## config.mk

```make
export PLATFORM = sky130hd
export DESIGN_NAME = nvwc_ctrl
export DESIGN_NICKNAME = d
export VERILOG_FILES = /design/src/rtl/nvwc_pkg.sv /design/src/rtl/nvwc_cmd_gate.sv /design/src/rtl/nvwc_cycle_timer.sv /design/src/rtl/nvwc_ctrl.sv
export SDC_FILE = /design/constraint.sdc
export NUM_CORES = 1
export LEC_CHECK = 0
export BUFFER_PORTS_ARGS = -buffer_cell sky130_fd_sc_hd__buf_2
export CAP_MARGIN = 20
export CORE_MARGIN = 2
export CORE_UTILIZATION = 55
export CTS_BUF_LIST = sky130_fd_sc_hd__clkbuf_2 sky130_fd_sc_hd__clkbuf_4 sky130_fd_sc_hd__clkbuf_8
export CTS_CLUSTER_SIZE = 40
export DETAILED_ROUTE_END_ITERATION = 10
export GPL_TIMING_DRIVEN = 0
export PLACE_DENSITY = 0.79
export SKIP_CTS_REPAIR_TIMING = 1
export SYNTH_ARGS = -nofsm -noshare
export SYNTH_HDL_FRONTEND = slang
export SYNTH_SLANG_ARGS = --single-unit
```

## constraint.sdc

```tcl
create_clock -name clk -period 2.1 [get_ports clk]
set_input_delay 0.315 -clock clk [delete_from_list [all_inputs] [get_ports clk]]
set_output_delay 0.315 -clock clk [all_outputs]
set_load 0.005 [all_outputs]
```

## src/rtl/nvwc_pkg.sv

```systemverilog
package nvwc_pkg;
  typedef enum logic [2:0] {
    OP_NOP  = 3'd0,
    OP_WREN = 3'd1,
    OP_WRDI = 3'd2,
    OP_RDSR = 3'd3,
    OP_PW   = 3'd4,
    OP_PP   = 3'd5,
    OP_PE   = 3'd6,
    OP_SE   = 3'd7
  } op_e;

  typedef enum logic [1:0] {
    PH_IDLE  = 2'd0,
    PH_ERASE = 2'd1,
    PH_PROG  = 2'd2
  } ph_e;

  typedef enum logic [1:0] {
    JOB_WRITE = 2'd0,
    JOB_FAST  = 2'd1,
    JOB_PROG  = 2'd2,
    JOB_ERASE = 2'd3
  } job_e;
endpackage

```

## src/rtl/nvwc_cmd_gate.sv

```systemverilog
module nvwc_cmd_gate
  import nvwc_pkg::*;
#(
  parameter int ADDR_W   = 12,
  parameter int PAGE_W   = 8,
  parameter int PG_IDX_W = ADDR_W - PAGE_W
) (
  input  logic                clk,
  input  logic                rst_n,
  input  logic                hold_n,
  input  logic                wp_n,
  input  logic                busy,
  input  logic                wel,
  input  logic [PG_IDX_W:0]   evt_pages,
  input  logic                cmd_start,
  input  logic [2:0]          cmd_op,
  input  logic [ADDR_W-1:0]   cmd_addr,
  input  logic                dat_valid,
  input  logic                cmd_end,
  input  logic                cmd_aligned,
  output logic                buf_we,
  output logic [PAGE_W-1:0]   buf_col,
  output logic                go,
  output job_e                go_job,
  output logic [PG_IDX_W-1:0] go_page,
  output logic                go_whole,
  output logic                go_evt,
  output logic                wel_set,
  output logic                wel_clr
);
  logic                act_q, act_d;
  op_e                 op_q, op_d;
  logic [PG_IDX_W-1:0] page_q, page_d;
  logic [PAGE_W-1:0]   col_q, col_d;
  logic                fire, modify, is_evt, blocked;

  always_comb begin
    buf_we  = act_q & dat_valid & hold_n & ((op_q == OP_PW) | (op_q == OP_PP));
    buf_col = col_q;
    act_d   = act_q;
    op_d    = op_q;
    page_d  = page_q;
    col_d   = col_q;
    if (cmd_start && hold_n && !busy) begin
      act_d  = 1'b1;
      op_d   = op_e'(cmd_op);
      page_d = cmd_addr[ADDR_W-1:PAGE_W];
      col_d  = cmd_addr[PAGE_W-1:0];
    end else begin
      if (cmd_end || !hold_n) act_d = 1'b0;
      if (buf_we) col_d = col_q + 1'b1;
    end
  end

  always_comb begin
    fire     = act_q & cmd_end & cmd_aligned & hold_n & ~busy;
    modify   = (op_q == OP_PW) | (op_q == OP_PP) | (op_q == OP_PE) | (op_q == OP_SE);
    is_evt   = ({1'b0, page_q} < evt_pages);
    blocked  = is_evt & ~wp_n;
    go       = fire & modify & wel & ~blocked;
    wel_set  = fire & (op_q == OP_WREN);
    wel_clr  = fire & (op_q == OP_WRDI);
    go_page  = page_q;
    go_whole = (op_q == OP_SE);
    go_evt   = is_evt;
    case (op_q)
      OP_PW:   go_job = JOB_WRITE;
      OP_PP:   go_job = is_evt ? JOB_FAST : JOB_PROG;
      default: go_job = JOB_ERASE;
    endcase
  end

  always_ff @(posedge clk or negedge rst_n) begin
    if (!rst_n) begin
      act_q  <= 1'b0;
      op_q   <= OP_NOP;
      page_q <= '0;
      col_q  <= '0;
    end else begin
      act_q  <= act_d;
      op_q   <= op_d;
      page_q <= page_d;
      col_q  <= col_d;
    end
  end

  AST_NO_GO_WHEN_PROTECTED: assert property (@(posedge clk) disable iff (!rst_n)
    (go && !wp_n) |-> !go_evt) else $error("protected sector start");
  AST_COL_STEPS: assert property (@(posedge clk) disable iff (!rst_n)
    (buf_we && !cmd_start) |=> (buf_col == $past(buf_col) + 1'b1)) else $error("column step");
endmodule

```

## src/rtl/nvwc_cycle_timer.sv

```systemverilog
module nvwc_cycle_timer
  import nvwc_pkg::*;
#(
  parameter int PG_IDX_W = 4,
  parameter int T_ERASE  = 40,
  parameter int T_PROG   = 40,
  parameter int T_FAST   = 16
) (
  input  logic                clk,
  input  logic                rst_n,
  input  logic                go,
  input  job_e                go_job,
  input  logic [PG_IDX_W-1:0] go_page,
  input  logic                go_whole,
  input  logic                go_evt,
  output logic                busy,
  output logic                done,
  output logic                arr_erase,
  output logic                arr_prog,
  output logic                arr_whole,
  output logic                arr_evt,
  output logic [PG_IDX_W-1:0] arr_page
);
  localparam int TMAX  = (T_ERASE > T_PROG) ? ((T_ERASE > T_FAST) ? T_ERASE : T_FAST)
                                            : ((T_PROG > T_FAST) ? T_PROG : T_FAST);
  localparam int CNT_W = $clog2(TMAX + 1);

  ph_e                 ph_q, ph_d;
  job_e                job_q, job_d;
  logic [CNT_W-1:0]    cnt_q, cnt_d;
  logic [PG_IDX_W-1:0] page_q, page_d;
  logic                whole_q, whole_d, evt_q, evt_d;

  always_comb begin
    ph_d    = ph_q;
    job_d   = job_q;
    cnt_d   = cnt_q;
    page_d  = page_q;
    whole_d = whole_q;
    evt_d   = evt_q;
    done    = 1'b0;
    case (ph_q)
      PH_IDLE: if (go) begin
        job_d   = go_job;
        page_d  = go_page;
        whole_d = go_whole;
        evt_d   = go_evt;
        case (go_job)
          JOB_FAST: begin ph_d = PH_PROG;  cnt_d = CNT_W'(T_FAST - 1);  end
          JOB_PROG: begin ph_d = PH_PROG;  cnt_d = CNT_W'(T_PROG - 1);  end
          default:  begin ph_d = PH_ERASE; cnt_d = CNT_W'(T_ERASE - 1); end
        endcase
      end
      PH_ERASE: begin
        if (cnt_q == '0) begin
          if (job_q == JOB_WRITE) begin
            ph_d  = PH_PROG;
            cnt_d = CNT_W'(T_PROG - 1);
          end else begin
            ph_d = PH_IDLE;
            done = 1'b1;
          end
        end else begin
          cnt_d = cnt_q - 1'b1;
        end
      end
      PH_PROG: begin
        if (cnt_q == '0) begin
          ph_d = PH_IDLE;
          done = 1'b1;
        end else begin
          cnt_d = cnt_q - 1'b1;
        end
      end
      default: ph_d = PH_IDLE;
    endcase
  end

  always_ff @(posedge clk or negedge rst_n) begin
    if (!rst_n) begin
      ph_q    <= PH_IDLE;
      job_q   <= JOB_ERASE;
      cnt_q   <= '0;
      page_q  <= '0;
      whole_q <= 1'b0;
      evt_q   <= 1'b0;
    end else begin
      ph_q    <= ph_d;
      job_q   <= job_d;
      cnt_q   <= cnt_d;
      page_q  <= page_d;
      whole_q <= whole_d;
      evt_q   <= evt_d;
    end
  end

  assign busy      = (ph_q != PH_IDLE);
  assign arr_erase = (ph_q == PH_ERASE);
  assign arr_prog  = (ph_q == PH_PROG);
  assign arr_whole = whole_q;
  assign arr_evt   = evt_q;
  assign arr_page  = page_q;

  AST_WRITE_ERASES_FIRST: assert property (@(posedge clk) disable iff (!rst_n)
    ($rose(arr_prog) && job_q == JOB_WRITE) |-> $past(arr_erase)) else $error("write order");
  AST_FAST_NO_ERASE: assert property (@(posedge clk) disable iff (!rst_n)
    (busy && job_q == JOB_FAST) |-> !arr_erase) else $error("fast erased");
  AST_TARGET_HELD: assert property (@(posedge clk) disable iff (!rst_n)
    (busy && $past(busy)) |-> $stable(arr_page)) else $error("target moved");
endmodule

```

## src/rtl/nvwc_ctrl.sv

```systemverilog
module nvwc_ctrl
  import nvwc_pkg::*;
#(
  parameter int ADDR_W   = 12,
  parameter int PAGE_W   = 8,
  parameter int T_ERASE  = 40,
  parameter int T_PROG   = 40,
  parameter int T_FAST   = 16,
  parameter int PG_IDX_W = ADDR_W - PAGE_W
) (
  input  logic                clk,
  input  logic                rst_n,
  input  logic                hold_n,
  input  logic                wp_n,
  input  logic [PG_IDX_W:0]   evt_pages,
  input  logic                cmd_start,
  input  logic [2:0]          cmd_op,
  input  logic [ADDR_W-1:0]   cmd_addr,
  input  logic                dat_valid,
  input  logic                cmd_end,
  input  logic                cmd_aligned,
  output logic [7:0]          status,
  output logic                buf_we,
  output logic [PAGE_W-1:0]   buf_col,
  output logic                arr_erase,
  output logic                arr_prog,
  output logic                arr_whole,
  output logic                arr_evt,
  output logic [PG_IDX_W-1:0] arr_page
);
  logic                busy, done, go, wel_set, wel_clr, go_whole, go_evt;
  job_e                go_job;
  logic [PG_IDX_W-1:0] go_page;
  logic                wel_q, wel_d;

  nvwc_cmd_gate #(.ADDR_W(ADDR_W), .PAGE_W(PAGE_W), .PG_IDX_W(PG_IDX_W)) gate_i (
    .clk(clk), .rst_n(rst_n), .hold_n(hold_n), .wp_n(wp_n), .busy(busy), .wel(wel_q),
    .evt_pages(evt_pages), .cmd_start(cmd_start), .cmd_op(cmd_op), .cmd_addr(cmd_addr),
    .dat_valid(dat_valid), .cmd_end(cmd_end), .cmd_aligned(cmd_aligned),
    .buf_we(buf_we), .buf_col(buf_col), .go(go), .go_job(go_job), .go_page(go_page),
    .go_whole(go_whole), .go_evt(go_evt), .wel_set(wel_set), .wel_clr(wel_clr)
  );

  nvwc_cycle_timer #(.PG_IDX_W(PG_IDX_W), .T_ERASE(T_ERASE), .T_PROG(T_PROG), .T_FAST(T_FAST)) timer_i (
    .clk(clk), .rst_n(rst_n), .go(go), .go_job(go_job), .go_page(go_page),
    .go_whole(go_whole), .go_evt(go_evt), .busy(busy), .done(done),
    .arr_erase(arr_erase), .arr_prog(arr_prog), .arr_whole(arr_whole),
    .arr_evt(arr_evt), .arr_page(arr_page)
  );

  always_comb begin
    wel_d = wel_q;
    if (!hold_n || done || wel_clr) wel_d = 1'b0;
    else if (wel_set)               wel_d = 1'b1;
  end

  always_ff @(posedge clk or negedge rst_n) begin
    if (!rst_n) wel_q <= 1'b0;
    else        wel_q <= wel_d;
  end

  assign status = {6'b0, wel_q, busy};

  AST_START_NEEDS_WEL: assert property (@(posedge clk) disable iff (!rst_n)
    $rose(busy) |-> $past(wel_q)) else $error("start without latch");
  AST_END_CLEARS_WEL: assert property (@(posedge clk) disable iff (!rst_n)
    $fell(busy) |-> !wel_q) else $error("latch survived end");
  AST_HOLD_CLEARS_WEL: assert property (@(posedge clk) disable iff (!rst_n)
    !hold_n |=> !wel_q) else $error("latch under hold");
  AST_PROTECT_EVT: assert property (@(posedge clk) disable iff (!rst_n)
    $rose(busy) |-> !(arr_evt && !$past(wp_n))) else $error("protected start");
  AST_STATUS_PAD: assert property (@(posedge clk) disable iff (!rst_n)
    status[7:2] == 6'b0) else $error("status pad");
endmodule

```

Yosys cells after proc, flatten, opt, wreduce, memory -nomap -nowiden
Index checks and enable logic that the tools add are counted.
Widths: inputs -> output; s select.
- register bits after elaboration: 33
- input bits: 28
- output and inout port bits: 25
- logic and storage cells: 91
- add/subtract/negate cells: 2
- $lt $le $gt $ge: 1
- eq/ne operators: 15
- muxes and demuxes: 24
- bitwise gates (word level): 19
- reduce and logical (&&, ||, !) cells: 19
- operators with widths (kind ; number):
    $mux 6 ; 5
    $pmux 6 s3 ; 1
    $mux 8 ; 2
    $and 1x1->1 ; 13
    $eq 3x3->1 const B ; 4
    $mux 2 ; 6
    $add 8x1->8 const B ; 1
    $reduce_bool 2->1 ; 4
    $mux 1 ; 7
    $logic_not 6->1 ; 1
    $pmux 2 s3 ; 1
    $sub 6x1->6 const B ; 1
    $lt 4x5->1 ; 1
    $eq 2x1->1 const B ; 2
    $eq 2x2->1 const B ; 2
    $logic_not 2->1 ; 2
    $ne 2x1->1 const B ; 2
    $ne 2x2->1 const B ; 2
    $pmux 2 s2 ; 1
    $reduce_and 4->1 ; 1
    $eq 3x1->1 const B ; 1
    $eq 3x2->1 const B ; 1
    $logic_or 1x1->1 ; 3
    $ne 3x2->1 const B ; 1
    other kinds (9) ; 15

Depth between registers and ports, before layout
Gate-level depths: netlist of the first run.
- depth after elaboration: 9
- gate-level depth with buffers: 7
- mapped depth without buffers: 6

Cells and area by module
A second synthesis of the first run with hierarchy kept.
- cells, all modules: 194
- area total of the unflattened synthesis: 1956.9 µm²
- modules (own cells, without submodules) (module ; instances ; cells each ; area each (µm²) ; seq. area each (µm²)):
    nvwc_cycle_timer ; 1 ; 90 ; 935.9 ; 402.9
    nvwc_cmd_gate ; 1 ; 92 ; 913.4 ; 400.4
    nvwc_ctrl ; 1 ; 12 ; 107.6 ; 25.0

Worst setup path before layout of the first run
No wires, ideal clock.
- path kind: register -> register
- from: reg gate_i.page_q[2], in the netlist gate_i.go_page[2]
- to: reg timer_i.cnt_q[0]
- arrival time: 1.755 ns
- setup slack: 0.220 ns
- cell stages (with the launch flop): 7
- path through: dfrtp_1 > ha_1 > nand4b_1 > o221ai_1 > and4_4 > buf_6 > mux2_4
- cells in the longest elaborated chain, start to end: 6
- ends and longest elaborated chain (element ; line ; text):
    start: declaration ; nvwc_cmd_gate.sv:33 ; logic [PG_IDX_W-1:0] page_q, page_d;
    start signal: assignment ; nvwc_cmd_gate.sv:82 ; page_q <= page_d;
    $lt 4x5->1 ; nvwc_cmd_gate.sv:58 ; is_evt = ({1'b0, page_q} < evt_pages);
    $and 1x1->1 ; nvwc_cmd_gate.sv:59 ; blocked = is_evt & ~wp_n;
    $not 1->1 ; nvwc_cmd_gate.sv:60 ; go = fire & modify & wel & ~blocked;
    $and 1x1->1 ; nvwc_cmd_gate.sv:60 ;
    $ne 2x2->1 (no source line) ; n/a ;
    $reduce_and 4->1 (no source line) ; n/a ;
    end signal: assignment ; nvwc_cycle_timer.sv:90 ; cnt_q <= cnt_d;
    end: declaration ; nvwc_cycle_timer.sv:30 ; logic [CNT_W-1:0] cnt_q, cnt_d;
Every way passes these cells.
A chain may end at the register's enable or synchronous reset.

Worst setup path in the final report of the first run
- from: reg gate_i.page_q[2], in the netlist gate_i.go_page[2]
- to: reg timer_i.cnt_q[2]
The elaborated chain is that of the path after synthesis.

==> results, run 1 <==
- The run finished with clean final reports.
- The finished layout holds 325 standard cells, fillers aside.
- The maximum number of pins on one net before global-route repair is 34.
- The global-route congestion overflow total is 0.
- The count of yosys warnings during synthesis is 0.
- The max-slew violation count came to 0.
- The slowest stage of the critical path is the dfrtp_1 cell.
- In this run the standard cell core region covers about 3600 sq um.
- The number of enable-type register cells in the synthesized netlist is 0.
- In the global route stage, overall resource usage came out at 0.2370.
- The count of nets left with antenna violations once routing finished came out at 0.
- At the end of routability-driven placement, the weighted congestion stood at 0.8009.
- Counting every instance in the synthesized netlist gives 219.
- The share of total power dissipated in sequential elements is 0.472.
- The data arrival time of the worst path is 2.26 ns.
- The count of endpoints failing setup in the final report is 0.
- The synthesized area is 2063 sq um.
- The critical path runs through a total of 6 cells.
- In this run, placement finished with an instance count of 317.
- The number of global-route vias before repair is 1729.
- Headroom to the max-slew limit came out at 0.5027.
- The initial utilization of the core area, before any placement, comes to 0.5678.
- The part of the total power dissipated in combinational logic is 0.065.
- The destination of the critical timing path is timer_i.cnt_q[2]$_DFFE_PN0P_.
- CTS built an H-tree with a depth of 2.
- Of all flip-flops after synthesis, the portion carrying an async set or reset was 1.000.
- The worst setup path is captured at a register.
- The sequential-to-total area share from yosys stat is 0.4015.
- Of the total power, the share spent switching nets is 0.2050.
- The endpoint of the worst register-to-register path is timer_i.cnt_q[2]$_DFFE_PN0P_.
- In the post-route analysis, the smallest setup slack over all paths is between 0.015 and 0.02 ns.
- For this design the ratio of total power to cell area is 542.4 nW/um^2.
- The wire length per cell after detailed routing is 14.09 microns.
- Each instance of the synthesized netlist takes up on average 9.421 sq um.
- The post-layout net count is 314.
- The total number of vias is 1802.
- The power spent charging and discharging nets is 276.9 uW.
- Of the available clock period, the critical path in the final layout requires 0.9908.
- The most critical setup path has its startpoint at gate_i.go_page[2]$_DFFE_PN0P_.
- The minimum clock period is 2.081 ns.
- The synthesis-to-finish area growth is 20.68%.
- Setup repair after global routing could not meet its margin everywhere.
- The signal on the critical path passes through ha_1 > nand4b_1 > o221ai_1 > and4_4 > buf_6 > mux2_4.
- The netlist uses 55 different library cells.
- The repair_antennas step left the layout with diodes totalling 0.
- Summed over all cells, the static leakage comes to around 1.3 nW.
- The hold violation total from the final report is 0.
- Final hold analysis gives a worst-case slack of 0.08441 ns.
- The first-iteration detailed-routing DRC count is 110.
- Counting along the longest clock path gives a buffer depth of 2.
- The die outline width is 65.25 microns.
- The critical path in this run is classified as register to register.
- In this run the worst path has a maximum fanout of 6.
- The first-pass GRT wire length is 7.734 mm.
- For this run, the top clock speed supported by timing is 0.4806 GHz.
- The placement row count is 22.
- The flip-flop and latch count after synthesis is 33.
- The total chip power is around 1.4 mW.
- In the layout the commonest cells are buf_2 (47), nand2_1 (35), dfrtp_1 (31), inv_1 (20), o21ai_0 (13).
- The first TritonRoute pass finished after 4 iterations.
- Dividing the detail-routed via count by the number of cells gives 5.545.
- The initial antenna violation count is 0.
- For this run, the leading register cell type out of synthesis is dfrtp_1.
- For this run, design rule violations remaining after detail routing come to 0.
- In this run the vertical extent of the chip is 65.25 microns.
- The reported max-cap violation count is 0.
- The share of total power dissipated in the clock network is 0.463.
- OpenSTA, run right after detailed placement, puts the worst setup slack at -0.02086 ns.
- The register clock-pin slew on the reported worst setup and hold paths is 0.07 ns.
- For this design, the sink count on the clock tree is 33.
- The slew at the pin with the worst max-slew slack is between 0.7 and 0.8 ns.
- On the worst path, the slowest cell contributes a delay of 0.40 ns.
- Between clock sinks in the finished design, the worst skew comes to between 0.01 and 0.015 ns.
- In this run the critical register-to-register path is launched from gate_i.go_page[2]$_DFFE_PN0P_.
- The worst ir drop on vdd is ~0.43 mV.
- The total wire length after detailed routing is 4.579 mm.
- The count of buffering cells on the critical path with inverters included is 1.
- The share of post-route cells with drive strength above 1 is 0.3032.
- The cell count of the worst reg-to-reg path is 6.
- The type of the worst min-delay path is input port to async pin.
- Clock tree synthesis inserted a total of 5 buffers.
- The commonest non-fill, non-tap cell in the layout is buf_2.
- Once detailed placement completed, the half-perimeter wirelength came to about 3.4 mm.
- The critical path required time is 2.28 ns.
- The source-to-sink clock delay at the later pin of the worst-skew pair is 0.29 ns.
- The TritonCTS clock tree is built.
- The filler cells instantiated in the layout total 311.
- The internal cell power is 1.074 mW.
- The die covers 4258 sq um.
- The kind of cell with the highest combined delay on the critical path is simple AND/OR/NAND/NOR gates.
- The master cell of the clock root buffer is clkbuf_8.
- The number of ports placed on the die boundary is 53.
- The count of port buffers added during placement is 45.
- The setup check on the worst reg-to-reg path leaves a slack of 0.02 ns.
- The worst setup path is launched from a register.
-- metal layers --
metal	wire (microns)	global-route usage	part of all wire	up-vias
met5	0	0	0	-
met4	63	0.07292	0.014	0
met3	198	0.05822	0.043	7
met2	2298	0.4158	0.50	43
met1	2019	0.2862	0.44	870
li1	-	-	-	882
-- how the worst min path moves through the flow --
stage | from | end
2_1_floorplan | rst_n | gate_i.act_q$_DFFE_PN0P_
4_1_cts | rst_n | timer_i.cnt_q[1]$_DFFE_PN0P_
3_5_place_dp | rst_n | timer_i.ph_q[0]$_DFFE_PN0P_
5_1_grt | rst_n | timer_i.cnt_q[1]$_DFFE_PN0P_
6_report | rst_n | timer_i.cnt_q[1]$_DFFE_PN0P_
3_3_place_gp | rst_n | timer_i.arr_page[1]$_DFFE_PN0P_
-- metrics by stage --
| step | instance area [sq um] | utilization | TNS, ns |
|---|---|---|---|
| 5_1_grt | 2490 | 0.6853 | -0.1452 |
| 2_1_floorplan | 2082 | - | 0 |
| 6_report | 2490 | 0.6853 | 0 |
| 3_5_place_dp | 2367 | 0.6515 | -0.04910 |
| 4_1_cts | 2487 | 0.6846 | -0.008191 |
| 3_3_place_gp | 2367 | 0.6515 | 0 |
-- sequential cells by signal, indices dropped and copies added, names as in the netlist --
| register | flops |
|---|---|
| timer_i.ph_q | 2 |
| timer_i.job_q | 2 |
| timer_i.cnt_q | 6 |
| timer_i.arr_whole | 1 |
| timer_i.arr_evt | 1 |
| wel_q | 1 |
| gate_i.op_q | 3 |
| gate_i.go_page | 4 |
| timer_i.arr_page | 4 |
| gate_i.act_q | 1 |
| gate_i.buf_col | 8 |
-- Yosys cell counts (all sizes together) (4+ instances only) --
library cell  number  area share
buf               11       0.039
a21oi              6       0.015
nand2             36       0.065
o21ai             14       0.034
nor3               5       0.020
dfrtp             31        0.38
inv               20       0.036
mux2               9       0.055
nand3              6       0.015
xnor2              5       0.021
nor2               4      0.0073
ha                10       0.061
and3               4       0.013
-- power groups by stage --
| stage | Clock [mW] | Sequential [mW] | Combinational, mW |
|---|---|---|---|
| after CTS | 0.639 | 0.637 | 0.0889 |
| after floorplan | 0 | 0.649 | 0.0415 |
| after detailed placement | 0 | 0.649 | 0.0882 |
| after global placement | 0 | 0.649 | 0.0860 |
| after global routing | 0.673 | 0.637 | 0.100 |
| final | 0.625 | 0.637 | 0.0884 |
-- area by class of cell --
cell class | instances | area [sq um] | share of cell area
Clock inverter | 1 | 30.03 | 0.01206
Sequential cell | 33 | 828.3 | 0.3327
Inverter | 20 | 75.07 | 0.03015
Tap cell | 48 | 60.06 | 0.02412
Buffer | 14 | 92.59 | 0.03719
Timing Repair Buffer | 45 | 225.2 | 0.09045
Multi-Input combinational cell | 157 | 1089 | 0.4372
Clock buffer | 7 | 90.09 | 0.03618
-- kinds of logic (layout without fill, tap and decap cells) --
group | count (synthesis) | count (layout) | synth area share
AND/OR/NAND/NOR | 74 | 74 | 0.1892
buffers and inverters | 34 | 87 | 0.08126
XOR/XNOR | 8 | 8 | 0.03396
adder cells (fa/ha/maj) | 10 | 10 | 0.06064
flip-flops | 33 | 33 | 0.4015
other | 1 | 6 | 0.001818
multiplexers | 12 | 12 | 0.06913
AO/OA/AOI/OAI | 47 | 47 | 0.1625
No activity file was read; power rests on OpenSTA's default activity.
==> inputs of run 2 (changes only) <==
PLACE_DENSITY = 0.82   (was 0.79)
==> run 2 against run 1 <==
  * Critical path depth fell by 1
  * Count of clock-buffer cells in the layout decreased by 2
  * Sequential cell count stayed put
  * Largest cell class unchanged
  * Cell area up 0.65%
  * Utilization increased by 0.45 points
==> results, run 2 (synthesized netlist as in run 1, its figures left out) <==
- The wire-length estimate of the detail-placed layout is approximately 3.3 mm.
- The net count of the finished layout is 316.
- The max-slew violation count is 0.
- The repair_antennas step left the layout with diodes totalling 0.
- The number of global-route vias before repair is approximately 1700.
- The initial antenna violation count is 0.
- The initial utilization of the core area, before any placement, comes to 0.5678.
- The top cell types in the final layout, fill and taps aside, are buf_2 (47), nand2_1 (35), dfrtp_1 (31), inv_1 (20), o21ai_0 (13).
- The type of the worst setup path is register to register.
- The cell count of the worst reg-to-reg path is 5.
- The endpoint class of the critical path is a register.
- The master cell of the clock root buffer is clkbuf_8.
- The maximum number of pins on one net before global-route repair is 34.
- The reported max-cap violation count is 0.
- The remaining routing DRC violations is 0.
- The placement row count is 22.
- The critical path required time is 2.27 ns.
- Setup repair after global routing could not meet its margin everywhere.
- Port buffering added 45 buffers.
- The final cycle utilization of the critical path is 0.9566.
- The die outline width is between 60 and 70 microns.
- The clock reaches the later pin of the worst-skew pair after just under 0.3 ns.
- The slew at the pin with the worst max-slew slack is 0.7484 ns.
- The register-to-register path setup slack is 0.09 ns.
- Counting I/O delays and the setup requirement, the final critical path takes 2.009 ns.
- The reg-to-reg startpoint is gate_i.go_page[2]$_DFFE_PN0P_.
- The total wire length after detailed routing is 4.501 mm.
- The first global-routing pass estimated 7.721 mm of wire.
- Once routing completed, OpenROAD measured the worst setup slack at 0.09111 ns.
- The final setup skew is 0.004624 ns.
- The maximum number of buffers from clock root to sink is 2.
- At the worst endpoint, the arrival time is 2.18 ns.
- The share of post-route cells with drive strength above 1 is 0.3118.
- Clock tree synthesis inserted a total of 5 buffers.
- The power density over the cells is 535.3 nW/um^2.
- The number of ports placed on the die boundary is between 50 and 60.
- The hold violation total from the final report is 0.
- The area growth from synthesis to layout is 21.47%.
- For this run, the detailed router's first-pass iteration total came to 4.
- The H-tree depth reported by CTS is 2.
- The total area inside the core boundary comes to 3633 sq um.
- The leakage power figure is 1.295 nW.
- The routed layout has 1842 vias.
- The worst slack at placement is -0.02526 ns.
- The library cell used most frequently in the layout, excluding fill and tap cells, is buf_2.
- The count of nets left with antenna violations once routing finished came out at 0.
- The detailed router finished its first iteration with around 200 violations.
- The worst slew margin relative to its limit is 0.5011.
- The worst setup path is launched from a register.
- The run finished with clean final reports.
- From bottom edge to top edge, the die measures 65.25 microns.
- The die covers around 4300 sq um.
- The number of vias per cell after detailed routing is between 5 and 6.
- The largest fanout on the critical path is 8.
- The final hold slack is 0.08481 ns.
- The register clock-pin slew on the reported worst setup and hold paths is about 0.070 ns.
- TritonCTS built the clock tree.
- The endpoint of the worst register-to-register path is timer_i.arr_page[1]$_DFFE_PN0P_.
- For this design, the sink count on the clock tree is 33.
- The maximum clock frequency is 0.4978 GHz.
- In this run the worst hold path is classified as input port to async pin.
- The total overflow left after global routing is 0.
- The register with the most flip-flops in the layout has 8 of them.
- In the final routed layout, each cell accounts on average for about 14 microns.
- The worst ir drop on vdd is 0.3799 mV.
- Fill cells in the final layout number 299.
- The total track usage is 0.2345.
- The count of endpoints failing setup in the final report is 0.
- The weighted congestion at the end of routability-driven global placement is approximately 0.83.
-- run 2: cell count changes in the layout (fill, tap and decap cells not counted) --
cell,previous run,this run
clkbuf_4,1,0
o221ai_2,0,1
clkbuf_1,3,2
clkinv_4,0,1
o221ai_1,3,2
buf_1,0,1
buf_4,8,10
clkinvlp_4,0,1
clkbuf_8,6,5
-- run 2: worst max-delay path by stage --
stage	start	cells past startpoint	endpoint
finish	gate_i.go_page[2]$_DFFE_PN0P_	5	timer_i.arr_page[1]$_DFFE_PN0P_
global route	gate_i.go_page[2]$_DFFE_PN0P_	5	timer_i.arr_page[1]$_DFFE_PN0P_
global placement	evt_pages[2]	8	timer_i.cnt_q[2]$_DFFE_PN0P_
floorplan	gate_i.go_page[2]$_DFFE_PN0P_	6	timer_i.cnt_q[0]$_DFFE_PN0P_
CTS	gate_i.go_page[2]$_DFFE_PN0P_	6	timer_i.cnt_q[1]$_DFFE_PN0P_
detailed placement	evt_pages[2]	8	timer_i.cnt_q[2]$_DFFE_PN0P_
-- run 2: critical path: stages, from the launching register on --
cell and delay, ns:
dfrtp_1 0.41, ha_1 0.32, a211oi_2 0.29, o221ai_1 0.27
nand2_2 0.25, mux2_2 0.36
-- run 2: final cells by class --
class	count	area, sq um	area share
Tap cell	48	60.06	0.02396
Timing Repair Buffer	47	240.2	0.09586
Buffer	14	92.59	0.03694
Multi-Input combinational cell	157	1095	0.4368
Clock buffer	5	68.82	0.02746
Inverter	20	75.07	0.02996
Clock inverter	3	46.29	0.01847
Sequential cell	33	828.3	0.3305
-- run 2: report_power, final --
group | switching [mW] | internal, mW | total (mW)
logic | 0.0524 | 0.0396 | 0.0921
registers | 0 | 0.637 | 0.637
clock network | 0.258 | 0.355 | 0.613
total | 0.310 | 1.03 | 1.34
-- run 2: stage by stage --
step	instances	util	TNS [ns]	area (sq um)	total power [mW]
6_report	327	0.6897	0	2506	1.341
5_1_grt	327	0.6897	-0.02045	2506	1.399
4_1_cts	325	0.6832	-0.08723	2482	1.346
3_5_place_dp	317	0.6515	-0.07293	2367	0.7378
3_3_place_gp	317	0.6515	0	2367	0.7346
2_1_floorplan	224	-	0	2082	0.6908
-- run 2: metal layers --
layer	share of wire	track usage	up-vias
met5	0	0	-
met4	0.012	0.07813	0
met3	0.063	0.05308	4
met2	0.51	0.3890	64
met1	0.42	0.3030	887
li1	-	-	887
